<file path="config.mk">
export PLATFORM = sky130hd
export DESIGN_NAME = ledpwm_bank
export DESIGN_NICKNAME = d
export VERILOG_FILES = /design/src/rtl/ledpwm_pkg.sv /design/src/rtl/ledpwm_counter.sv /design/src/rtl/ledpwm_regs.sv /design/src/rtl/ledpwm_chan.sv /design/src/rtl/ledpwm_bank.sv
export SDC_FILE = /design/constraint.sdc
export NUM_CORES = 1
export LEC_CHECK = 0
export ABC_AREA = 1
export BUFFER_PORTS_ARGS = -buffer_cell sky130_fd_sc_hd__clkbuf_2
export CAP_MARGIN = 20
export CELL_PAD_IN_SITES_DETAIL_PLACEMENT = 2
export CELL_PAD_IN_SITES_GLOBAL_PLACEMENT = 2
export CORE_AREA = 2 2 219 221
export CTS_BUF_LIST = sky130_fd_sc_hd__clkbuf_8
export DETAILED_ROUTE_END_ITERATION = 10
export DIE_AREA = 0 0 221 223
export PLACE_DENSITY = 0.9
export RECOVER_POWER = 50
export SETUP_SLACK_MARGIN = 0.2
export SYNTH_ARGS = -nofsm -noshare
export SYNTH_HDL_FRONTEND = slang
export SYNTH_HIERARCHICAL = 1
export SYNTH_SLANG_ARGS = --single-unit
</file>
<file path="constraint.sdc">
create_clock -name clk -period 3.5 [get_ports clk]
set_clock_uncertainty 0.2 [all_clocks]
set_input_delay 0.875 -clock clk [delete_from_list [all_inputs] [get_ports clk]]
set_output_delay 0.875 -clock clk [all_outputs]
set_load 0.02 [all_outputs]
</file>
<file path="src/rtl/ledpwm_pkg.sv">
`timescale 1ns/1ps
package ledpwm_pkg;

    // Command sequencer states for staging-to-active transfer.
    typedef enum logic [0:0] {
        CMD_IDLE  = 1'b0,
        CMD_ARMED = 1'b1
    } cmd_state_e;

endpackage

</file>
<file path="src/rtl/ledpwm_counter.sv">
`timescale 1ns/1ps
module ledpwm_counter #(
    parameter int DW = 8
) (
    input  logic          clk,
    input  logic          rst_n,
    output logic [DW-1:0] cnt_o,
    output logic          wrap_o
);

    logic [DW-1:0] cnt_q;

    always_ff @(posedge clk) begin
        if (!rst_n) cnt_q <= '0;
        else        cnt_q <= cnt_q + DW'(1);
    end

    assign cnt_o  = cnt_q;
    assign wrap_o = (cnt_q == '1);

    // the top value is followed by zero
    a_r11_wrap: assert property (@(posedge clk) disable iff (!rst_n)
        (cnt_q == '1) |=> (cnt_q == '0));

    // single steps below the top value
    a_r11_step: assert property (@(posedge clk) disable iff (!rst_n)
        (cnt_q != '1) |=> (cnt_q == $past(cnt_q) + DW'(1)));

endmodule

</file>
<file path="src/rtl/ledpwm_regs.sv">
`timescale 1ns/1ps
module ledpwm_regs
    import ledpwm_pkg::*;
#(
    parameter int NCH = 18,
    parameter int DW  = 8,
    parameter int AW  = 8,
    parameter int ENB = 6
) (
    input  logic                    clk,
    input  logic                    rst_n,
    input  logic                    wr_en_i,
    input  logic [AW-1:0]           wr_addr_i,
    input  logic [DW-1:0]           wr_data_i,
    input  logic                    wrap_i,
    output logic [NCH-1:0][DW-1:0]  duty_act_o,
    output logic [NCH-1:0]          en_act_o,
    output logic                    run_o
);

    // Address map derived from the channel count
    localparam int RUN_A   = 0;
    localparam int DUTY_LO = 1;
    localparam int NEN     = (NCH + ENB - 1) / ENB;
    localparam int EN_LO   = DUTY_LO + NCH;
    localparam int UPD_A   = EN_LO + NEN;
    localparam int CLR_A   = UPD_A + 1;

    cmd_state_e state_q, state_d;

    logic                   run_cmd, upd_cmd, clr_cmd, load;
    logic [NCH-1:0][DW-1:0] duty_stg, duty_act_q;
    logic [NCH-1:0]         en_stg, en_act_q;
    logic                   run_q;

    // Command decode
    always_comb begin
        run_cmd = wr_en_i && (wr_addr_i == AW'(RUN_A));
        upd_cmd = wr_en_i && (wr_addr_i == AW'(UPD_A)) && (wr_data_i == '0);
        clr_cmd = wr_en_i && (wr_addr_i == AW'(CLR_A)) && (wr_data_i == '0);
    end

    // Sequencer: next state
    always_comb begin
        state_d = state_q;
        unique case (state_q)
            CMD_IDLE: begin
                if (!clr_cmd && upd_cmd) state_d = CMD_ARMED;
            end
            CMD_ARMED: begin
                if (clr_cmd || wrap_i) state_d = CMD_IDLE;
            end
            default: state_d = CMD_IDLE;
        endcase
    end

    // Sequencer: state register
    always_ff @(posedge clk) begin
        if (!rst_n) state_q <= CMD_IDLE;
        else        state_q <= state_d;
    end

    // Sequencer: outputs
    always_comb begin
        load = 1'b0;
        unique case (state_q)
            CMD_IDLE:  load = 1'b0;
            CMD_ARMED: load = wrap_i && !clr_cmd;
            default:   load = 1'b0;
        endcase
    end

    // Staging registers, one slice per channel
    for (genvar c = 0; c < NCH; c++) begin : g_stage
        localparam logic [AW-1:0] DA = AW'(DUTY_LO + c);
        localparam logic [AW-1:0] EA = AW'(EN_LO + c / ENB);
        localparam int            EB = c % ENB;

        logic [DW-1:0] d_q;
        logic          e_q;

        always_ff @(posedge clk) begin
            if (!rst_n || clr_cmd) begin
                d_q <= '0;
                e_q <= 1'b0;
            end else if (wr_en_i) begin
                if (wr_addr_i == DA) d_q <= wr_data_i;
                if (wr_addr_i == EA) e_q <= wr_data_i[EB];
            end
        end

        assign duty_stg[c] = d_q;
        assign en_stg[c]   = e_q;
    end

    // Active set: loaded only by the sequencer
    always_ff @(posedge clk) begin
        if (!rst_n || clr_cmd) begin
            duty_act_q <= '0;
            en_act_q   <= '0;
        end else if (load) begin
            duty_act_q <= duty_stg;
            en_act_q   <= en_stg;
        end
    end

    // Run bit, not staged
    always_ff @(posedge clk) begin
        if (!rst_n || clr_cmd) run_q <= 1'b0;
        else if (run_cmd)      run_q <= wr_data_i[0];
    end

    assign duty_act_o = duty_act_q;
    assign en_act_o   = en_act_q;
    assign run_o      = run_q;

    // the active set holds unless loaded or cleared
    a_r5_active_hold: assert property (@(posedge clk) disable iff (!rst_n)
        (!load && !clr_cmd) |=> ($stable(duty_act_q) && $stable(en_act_q)));

    // a load happens only on the cycle of a counter wrap
    a_r6_load_at_wrap: assert property (@(posedge clk) disable iff (!rst_n)
        load |-> wrap_i);

    // the clear command leaves every value at its default
    a_r7_clear: assert property (@(posedge clk) disable iff (!rst_n)
        clr_cmd |=> (duty_act_q == '0 && en_act_q == '0 && duty_stg == '0
                     && en_stg == '0 && !run_q && state_q == CMD_IDLE));

    // writes above the map change nothing
    a_r10_unmapped: assert property (@(posedge clk) disable iff (!rst_n)
        (wr_en_i && wr_addr_i > AW'(CLR_A) && state_q == CMD_IDLE)
        |=> ($stable(duty_act_q) && $stable(duty_stg) && $stable(en_stg)
             && $stable(run_q) && state_q == CMD_IDLE));

endmodule

</file>
<file path="src/rtl/ledpwm_chan.sv">
`timescale 1ns/1ps
module ledpwm_chan #(
    parameter int DW = 8
) (
    input  logic          clk,
    input  logic          rst_n,
    input  logic [DW-1:0] cnt_i,
    input  logic [DW-1:0] duty_i,
    input  logic          en_i,
    input  logic          run_i,
    output logic          pwm_o
);

    logic pwm_q;

    always_ff @(posedge clk) begin
        if (!rst_n) pwm_q <= 1'b0;
        else        pwm_q <= run_i && en_i && (cnt_i < duty_i);
    end

    assign pwm_o = pwm_q;

    // stopped means low on the next cycle
    a_r8_gate: assert property (@(posedge clk) disable iff (!rst_n)
        !run_i |=> !pwm_o);

    // a disabled channel stays low
    a_r4_enable: assert property (@(posedge clk) disable iff (!rst_n)
        !en_i |=> !pwm_o);

    // zero duty never drives high
    a_r2_zero: assert property (@(posedge clk) disable iff (!rst_n)
        (duty_i == '0) |=> !pwm_o);

    // full duty is high everywhere except the last phase
    a_r2_full: assert property (@(posedge clk) disable iff (!rst_n)
        (run_i && en_i && duty_i == '1 && cnt_i != '1) |=> pwm_o);

endmodule

</file>
<file path="src/rtl/ledpwm_bank.sv">
`timescale 1ns/1ps
module ledpwm_bank #(
    parameter int NCH = 18,
    parameter int DW  = 8,
    parameter int AW  = 8,
    parameter int ENB = 6
) (
    input  logic           clk,
    input  logic           rst_n,
    input  logic           wr_en_i,
    input  logic [AW-1:0]  wr_addr_i,
    input  logic [DW-1:0]  wr_data_i,
    input  logic           shdn_n_i,
    output logic [NCH-1:0] pwm_o
);

    logic [DW-1:0]          cnt;
    logic                   wrap;
    logic [NCH-1:0][DW-1:0] duty_act;
    logic [NCH-1:0]         en_act;
    logic                   run_bit;
    logic                   run;

    ledpwm_counter #(.DW(DW)) u_cnt (
        .clk    (clk),
        .rst_n  (rst_n),
        .cnt_o  (cnt),
        .wrap_o (wrap)
    );

    ledpwm_regs #(.NCH(NCH), .DW(DW), .AW(AW), .ENB(ENB)) u_regs (
        .clk        (clk),
        .rst_n      (rst_n),
        .wr_en_i    (wr_en_i),
        .wr_addr_i  (wr_addr_i),
        .wr_data_i  (wr_data_i),
        .wrap_i     (wrap),
        .duty_act_o (duty_act),
        .en_act_o   (en_act),
        .run_o      (run_bit)
    );

    assign run = run_bit && shdn_n_i;

    for (genvar c = 0; c < NCH; c++) begin : g_chan
        ledpwm_chan #(.DW(DW)) u_chan (
            .clk    (clk),
            .rst_n  (rst_n),
            .cnt_i  (cnt),
            .duty_i (duty_act[c]),
            .en_i   (en_act[c]),
            .run_i  (run),
            .pwm_o  (pwm_o[c])
        );
    end

    // the shutdown pin silences every output on the next cycle
    a_r9_pin_off: assert property (@(posedge clk) disable iff (!rst_n)
        !shdn_n_i |=> (pwm_o == '0));

endmodule

</file>
# Word-level counts from Yosys, hierarchy flattened
# Index checks and enable logic that the tools add are counted.
# op_classes
reduce_logical,71
add_sub_neg,1
muxes,4
order_cmp,18
eq_ne,24
n_bitwise,1
# op_table
cell,count
< comparator 8 bit,18
equality test 8 x 4 -> 1 bit (second input constant),8
equality test 8 x 5 -> 1 bit (second input constant),8
logical AND 1 bit,44
AND reduction 2 bit,21
equality test 8 x 3 -> 1 bit (second input constant),4
equality test 8 x 2 -> 1 bit (second input constant),2
logical NOT 8 bit,2
adder 8 x 1 -> 8 bit (second input constant),1
equality test 8 x 1 -> 1 bit (second input constant),1
equality test 8 bit (second input constant),1
one-hot mux 1 bit (2 select lines),2
logical NOT 1 bit,2
logical OR 1 bit,2
2-to-1 mux 1 bit,2
NOT 1 bit,1
# totals
elab_cells,195
out_inout_bits,18
in_bits,20
reg_bits,352

# Longest topological paths before layout
# Gate-level depths: netlist of the first run.
# depth
word_depth,7
mapped_depth,12
ltp_nobuf,10

# By module
# Netlist of the first run, hierarchy kept.
# modules_own_cells
module,seq_area_each_um2,cells_each,area_per_inst_um2,instances
ledpwm_regs,6526.3,1793,13208.9,1
ledpwm_chan,20.0,37,225.2,18
ledpwm_counter,160.2,48,335.3,1
ledpwm_bank,0.0,2,7.5,1

# Least setup slack after synthesis of the first run
# Ideal clock, no wire load.
# synth_timing
path_type,register -> register
start,"register u_cnt.cnt_q[1], in the netlist u_cnt/cnt_o[1]"
end,register u_regs.duty_act_q (netlist bit u_regs/duty_act_o[40])
arrival_time_ps,2276
path_stages_with_launch,13
path_buffers,2
slack_ps,960
setup_time_ps,64
required_ps,3236
period_less_slack_ps,2540
cell_sequence,dfxtp_1 > ha_1 > nand3_2 > nor2_1 > nand2_1 > nor2_1 > nand2_1 > inv_2 > buf_2 > clkbuf_1 > or2_2 > nand3_1 > nor2_1
# synth_via
elab_chain_cells,3
# synth_rtl
item,line,source
"start, declared",ledpwm_counter.sv:11,logic [DW-1:0] cnt_q;
"start signal, assigned",ledpwm_counter.sv:15,else cnt_q <= cnt_q + DW'(1);
equality test 8 bit,ledpwm_counter.sv:19,assign wrap_o = (cnt_q == '1);
named net wrap,ledpwm_bank.sv:18,logic wrap;
logical AND 1 bit,ledpwm_regs.sv:68,CMD_ARMED: load = wrap_i && !clr_cmd;
one-hot mux 1 bit (2 select lines),ledpwm_regs.sv:66,unique case (state_q)
"end signal, assigned",ledpwm_regs.sv:102,duty_act_q <= duty_stg;
"end, declared",ledpwm_regs.sv:32,"logic [NCH-1:0][DW-1:0] duty_stg, duty_act_q;"
# The timed path passes the listed nets, and every way through them passes these cells.
# A chain may end at the register's enable or synchronous reset.

# Worst setup path after layout of the first run
# layout_timing
start,"register u_cnt.cnt_q[1], in the netlist u_cnt/cnt_o[1]"
end,register u_regs.duty_act_q (netlist bit u_regs/duty_act_o[93])
# The elaborated chain is that of the path after synthesis.

==> reports/metrics.yaml, run 1 <==
clock_tree:
  cts_tree: "yes"
  cts.sinks: 352
  cts-resized-gates: 0
  htreeDepth: 2
  clk_pin_slew_ns: 0.07
  cts_root_buf: "clkbuf_8"
  cts_buffer_depth: 3
  cts_setup_buffers: 0
  cts_buffers: 61
  clk-insertion-delay-late_ns: 0.70
  postCtsHoldBufs: 0
run_status:
  status: "complete, but fails checks"
  violations: "max-capacitance violations, max-slew violations"
worst_setup_path:
  worstPathArrival_ns: 3.61
  worstSetupPathType: "reg2reg"
  critPathMaxFanout: 35
  r2r-start: "u_cnt/cnt_o[1]"
  endpoint_kind: "register"
  rrSetupSlack_ns: 0.27
  timing.rr.end: "u_regs/duty_act_o[93]"
  r2r_cells: 11
  critPathLaunchType: "register"
  worstPathRequired_ns: 3.89
power_and_ir_drop:
  switchingPower_mw: 2.41
  p_per_area_nw_per_um2: 443
  combPwrFrac: 0.060
  share_seq_of_total_power: 0.461
  pwr-share-clk: 0.480
  intPower_mw: 6.31
  ir_drop_uv: 276
  leakage_nw: 9.56
  switching_share: 0.276
final_layout:
  fin_nets: 2682
  seq_area_um2: 7050
  diodes: 0
  drive_gt1_frac: 0.123
  nFillCells: 5489
  area_growth_pct: 11.9
  multi_input_area_um2: 8850
hold_path:
  hold_depth: 2
  worstHoldStart: "u_regs/g_stage[9].d_q[3]"
  min_to: "u_regs/g_stage[9].d_q[3]"
  hold_path.class: "reg2reg"
synth:
  synthTopCellsByArea: "dfxtp_1, nor2_1, nand3_1"
  yosys.cell_count.top_type: "nor2_1"
  synth_top_cell_area_share: 0.400
  yosysTopAreaCell: "dfxtp_1"
  ys_seq_elements: 352
  synth_commonest_cells: "nor2_1, nand2_1, nand3_1"
  synthFlopType: "dfxtp_1"
  syn_inst: 2509
  synth-edff-count: 0
  synth_area_um2: 17600
  synth_area_per_cell_um2: 7.02
  ys_types: 26
  async_reset_ff_frac: 0
  syn-num-nets: 2656
  yosysWarnings: 6
  ys_seq_area_frac: 0.400
route:
  routed_wl_um: 87300
  vias: 18185
  vias_per_cell: 5.68
  drc: 0
  ant_nets: 0
  drtPass1Iterations: 5
  wl_per_cell_um: 27.3
  drt_first_iter_violations: 1222
grt:
  grt-busiest-layer: "met2"
  grt_pass1_vias: 21165
  antenna_found_initial: 0
  overflow: 0
  grt_util_met1: 0.400
  grt_usage: 0.350
  grt_pass1_wl_um: 133000
  grt_max_degree: 150
  grt.met3_usage: 0.0597
  gr-usage-met2: 0.614
placement:
  gp_congestion: 0.768
  io_buffers: 37
  preCtsSetupSlack_ns: 0.432
  dp_hpwl_um: 46300
timing:
  worst_slack_ns: 0.271
  worst_pin_slew_ns: 1.73
  fmax_ghz: 0.310
  slew_violations: 57
  post-route-period-util: 0.923
  fin_setup_tns_ns: 0
  fin_crit_ns: 3.23
  setup_violations: 0
  rsz0062_at_grt: "false"
  finalHoldViolations: 0
  max-slew-margin-rel: -0.156
job:
  cap_violations: 1
die:
  core_region_area_um2: 47100
  io_pins: 38
  die_width_um: 221
  rows: 80
  initial_utilization: 0.373
  die_h_um: 223
  dieArea_um2: 49300
==> through the flow <==
stage	instance area, um2	instances	hold slack (ns)	power [mW]	util
after global placement	18500	3087	0.247	4.54	0.392
after CTS	19700	3199	0.281	8.76	0.419
after global routing	19700	3199	0.295	8.95	0.418
after floorplan	17600	2509	0.234	4.36	-
final	19700	3199	0.280	8.72	0.418
after detailed placement	18500	3087	0.258	4.58	0.392
==> registers in the layout, summed over array words and instances (netlist names) <==
register and count:
u_regs/run_o 1, u_regs/g_stage.d_q 144, u_cnt/cnt_o 8, u_regs/state_q 1, u_regs/en_act_o 18, u_regs/g_stage.e_q 18, g_chan.u_chan/pwm_o 18, u_regs/duty_act_o 144
==> layout by cell type (no fill, tap or decap), drive strengths merged <==
cell,Yosys,final
clkbuf,50,122
dfxtp,352,352
buf,72,43
o21a,18,18
bufinv,0,2
a21oi,133,133
inv,287,307
nand3,363,363
o21ai,26,26
clkinv,9,18
ha,127,127
or2,163,163
nand2,406,406
clkinvlp,0,1
nor3,1,1
nor2,502,502
==> routing by layer <==
layer,share of wire,vias to the layer above
met1,0.40,9237
met4,0.061,0
met3,0.050,349
met5,0,-
met2,0.49,690
li1,-,7909
==> power by group through the flow <==
| stage | sequential (mW) | clock [mW] | combinational [mW] |
|---|---|---|---|
| finish | 4.02 | 4.18 | 0.520 |
| global route | 4.01 | 4.39 | 0.549 |
| CTS | 4.02 | 4.23 | 0.508 |
| detailed placement | 4.11 | 0 | 0.473 |
| global placement | 4.10 | 0 | 0.434 |
| floorplan | 4.12 | 0 | 0.248 |
==> how the worst max path moves through the flow <==
stage / end / slack [ns] / from
6_report: u_regs/duty_act_o[93] / 0.27 / u_cnt/cnt_o[1]
5_1_grt: u_regs/duty_act_o[93] / 0.23 / u_cnt/cnt_o[1]
4_1_cts: u_regs/duty_act_o[36] / 0.39 / u_cnt/cnt_o[1]
3_5_place_dp: u_regs/g_stage[11].d_q[2] / 0.43 / wr_addr_i[0]
3_3_place_gp: u_regs/g_stage[11].d_q[1] / 0.64 / wr_addr_i[0]
2_1_floorplan: u_regs/duty_act_o[40] / 0.96 / u_cnt/cnt_o[1]
==> cell type report <==
cell class	count	share of cell area
Tap cell	615	0.0391
Clock inverter	32	0.00946
Timing Repair Buffer	85	0.0322
Multi-Input combinational cell	1739	0.449
Inverter	296	0.0566
Clock buffer	80	0.0559
Sequential cell	352	0.358
==> cell families after synthesis <==
group                      synth area share
buffers and inverters                0.0981
AOI/OAI and AO/OA                    0.0529
and+or+nand+nor                       0.359
adders and majority gates            0.0903
DFF                                   0.400
==> critical path: stages, from the launching register on <==
cell	delay (ns)
dfxtp_1	0.43
ha_1	0.35
nand3_2	0.14
nor2_1	0.18
nand2_1	0.10
nor2_1	0.13
nand2_1	0.11
clkinv_2	0.37
buf_4	0.46
or2_0	0.23
nand3_1	0.11
nor2_1	0.29
Note: power is estimated with default switching activity, not from simulation.
==> run 2: changes to the inputs <==
CORE_AREA = 2 2 231 233   (was 2 2 219 221)
DIE_AREA = 0 0 233 235   (was 0 0 221 223)
PLACE_DENSITY = 0.86   (was 0.9)
clock period = 2.7 ns   (was 3.5 ns; I/O delays follow)
==> reports/metrics.yaml, run 2 (synthesized netlist as in run 1, its figures left out) <==
run_status:
  status: "finished, final reports clean"
timing:
  worst_pin_slew_ns: 0.902  # -0.832 ns
  fin_setup_tns_ns: 0  # unchanged
  fmax_ghz: 0.383
  setup_violations: 0  # unchanged
  rsz0062_at_grt: "true"
  slew_violations: 0  # -100%
  max-slew-margin-rel: 0.398  # +0.555
  worst_slack_ns: 0.0904  # -0.181 ns
  fin_crit_ns: 2.61
  finalHoldViolations: 0  # unchanged
  post-route-period-util: 0.967
clock_tree:
  clk-insertion-delay-late_ns: 0.70  # about the same
  clk_pin_slew_ns: 0.07  # about the same
  cts_root_buf: "clkbuf_8"
  cts_tree: "yes"
  htreeDepth: 3  # +1
  cts_buffers: 66  # +8.2%
  cts_buffer_depth: 3  # unchanged
  cts.sinks: 352  # unchanged
grt:
  grt_max_degree: 90  # -40%
  grt_usage: 0.312  # -0.0373
  grt_pass1_wl_um: 130000  # -1.9%
  antenna_found_initial: 3  # +3
  grt_pass1_vias: 21254  # +0.42%
  overflow: 0  # unchanged
power_and_ir_drop:
  leakage_nw: 9.82  # +2.6%
  share_seq_of_total_power: 0.464  # +0.003
  ir_drop_uv: 345  # +25%
  p_per_area_nw_per_um2: 552  # +25%
  intPower_mw: 8.06  # +28%
  power_mw: 11.2  # +29%
  switchingPower_mw: 3.16  # +31%
  combPwrFrac: 0.063  # +0.003
  pwr-share-clk: 0.473  # -0.007
  switching_share: 0.281  # +0.00534
route:
  drt_first_iter_violations: 1305  # +6.8%
  vias: 18332  # +0.81%
  vias_per_cell: 5.54  # -2.5%
  drtPass1Iterations: 6  # +1
  drc: 0  # unchanged
  routed_wl_um: 86900  # -0.46%
  ant_nets: 0  # unchanged
  wl_per_cell_um: 26.3  # -3.7%
placement:
  io_buffers: 37  # unchanged
  placed_area_um2: 18900  # +2.7%
  preCtsSetupSlack_ns: 0.0572  # -0.375 ns
  gp_congestion: 0.802  # +4.4%
  dp_hpwl_um: 43900  # -5.2%
worst_setup_path:
  critPathLaunchType: "input pin"
  worst_path_max_delay_cell: "buf_4"
  worstPathArrival_ns: 2.94  # -0.67 ns
  slowest_delay_ns: 0.43  # -0.03 ns
  endpoint_kind: "register"
  crit_start: "wr_data_i[6]"
  worstSetupPathType: "in2reg"
  worstPathRequired_ns: 3.03  # -0.86 ns
  critPathMaxFanout: 37  # +5.7%
  r2r_cells: 10  # -1
  r2r-start: "u_cnt/cnt_o[0]"
  crit_chain: "clkbuf_1 -> inv_4 -> nand3_1 -> nor2_1 -> clkbuf_1 -> nand2_1 -> nand2_1 -> buf_4 -> a21oi_1"
die:
  io_pins: 38  # unchanged
  initial_utilization: 0.337  # -0.0364
  core_region_area_um2: 52200  # +11%
  die_width_um: 233  # +5.4%
  rows: 84  # +5.0%
  die_h_um: 235  # +5.4%
  dieArea_um2: 54800  # +11%
final_layout:
  drive_gt1_frac: 0.135  # +0.0126
  final_common_cell: "nor2_1"
  nFillCells: 6001  # +9.3%
  area_growth_pct: 15.4
  fin_nets: 2729  # +1.8%
  fin_area_um2: 20300  # +3.2%
  most-common-layout-cells: "nor2_1, nand2_1, nand3_1, dfxtp_1, inv_1"
job:
  cap_violations: 0  # -1
hold_path:
  worstHoldStart: "rst_n"
  hold_path.class: "in2reg"
  hold_depth: 3  # +1
==> run 2: cell count changes in the layout (fill, tap and decap cells not counted), sizes merged <==
cell,change
bufinv,-1
clkbuf,-4
bufbuf,+3
clkinv,-5
diode,+2
buf,+40
==> run 2: cell type report <==
type / count / area (um2) / area share
diodes: 2 / 5.00 / 0.000246
repair inverters: 1 / 3.75 / 0.000185
well taps: 688 / 861 / 0.0424
inverters: 296 / 1120 / 0.0550
clock buffers: 78 / 1070 / 0.0528
clock inverters: 25 / 128 / 0.00628
repair buffers: 126 / 1220 / 0.0601
flip-flops and latches: 352 / 7050 / 0.347
multi-input cells: 1739 / 8860 / 0.436
==> run 2: metrics by stage <==
step	utilization	hold WS (ns)	instances
floorplan	-	0.234	2509
CTS	0.389	0.228	3304
finish	0.389	0.243	3307
detailed placement	0.363	0.263	3195
global placement	0.363	0.248	3195
global route	0.389	0.263	3306
==> run 2: routing by layer <==
layer	share of wire	routed length, um	vias up	track usage
met5	0.00015	13	-	0
met4	0.064	5530	2	0.201
met3	0.059	5110	330	0.0631
met2	0.50	43600	723	0.551
met1	0.38	32600	9281	0.338
li1	-	-	7996	-
==> run 2: what timing repair did <==
| action | 4_1_cts | 5_1_grt |
|---|---|---|
| setup buffers | 1 | 0 |
| hold buffers | 0 | 0 |
| resized for setup | 9 | 4 |
| gates cloned | 5 | 1 |
| endpoints found under the setup margin | 139 | 162 |
==> run 2: critical path, delay by kind of cell <==
family | cells | cell delay [ns]
AO/OA/AOI/OAI | 1 | 0.21
buffers and inverters | 4 | 0.96
AND/OR/NAND/NOR | 4 | 1.07
==> run 2: worst paths after layout <==
check	to	slack [ns]
setup reg to reg	g_chan[14].u_chan/pwm_o	0.10
hold reg to reg	u_regs/duty_act_o[12]	0.27
setup / recovery	u_regs/g_stage[7].d_q[7]	0.09
hold / removal	u_cnt/cnt_o[2]	0.24
==> run 2: power groups by stage <==
stage / Sequential [mW] / Combinational [mW] / Clock (mW)
final: 5.21 / 0.708 / 5.31
after global routing: 5.21 / 0.746 / 5.60
after CTS: 5.21 / 0.677 / 5.31
after detailed placement: 5.32 / 0.638 / 0
after global placement: 5.32 / 0.594 / 0
after floorplan: 5.33 / 0.322 / 0
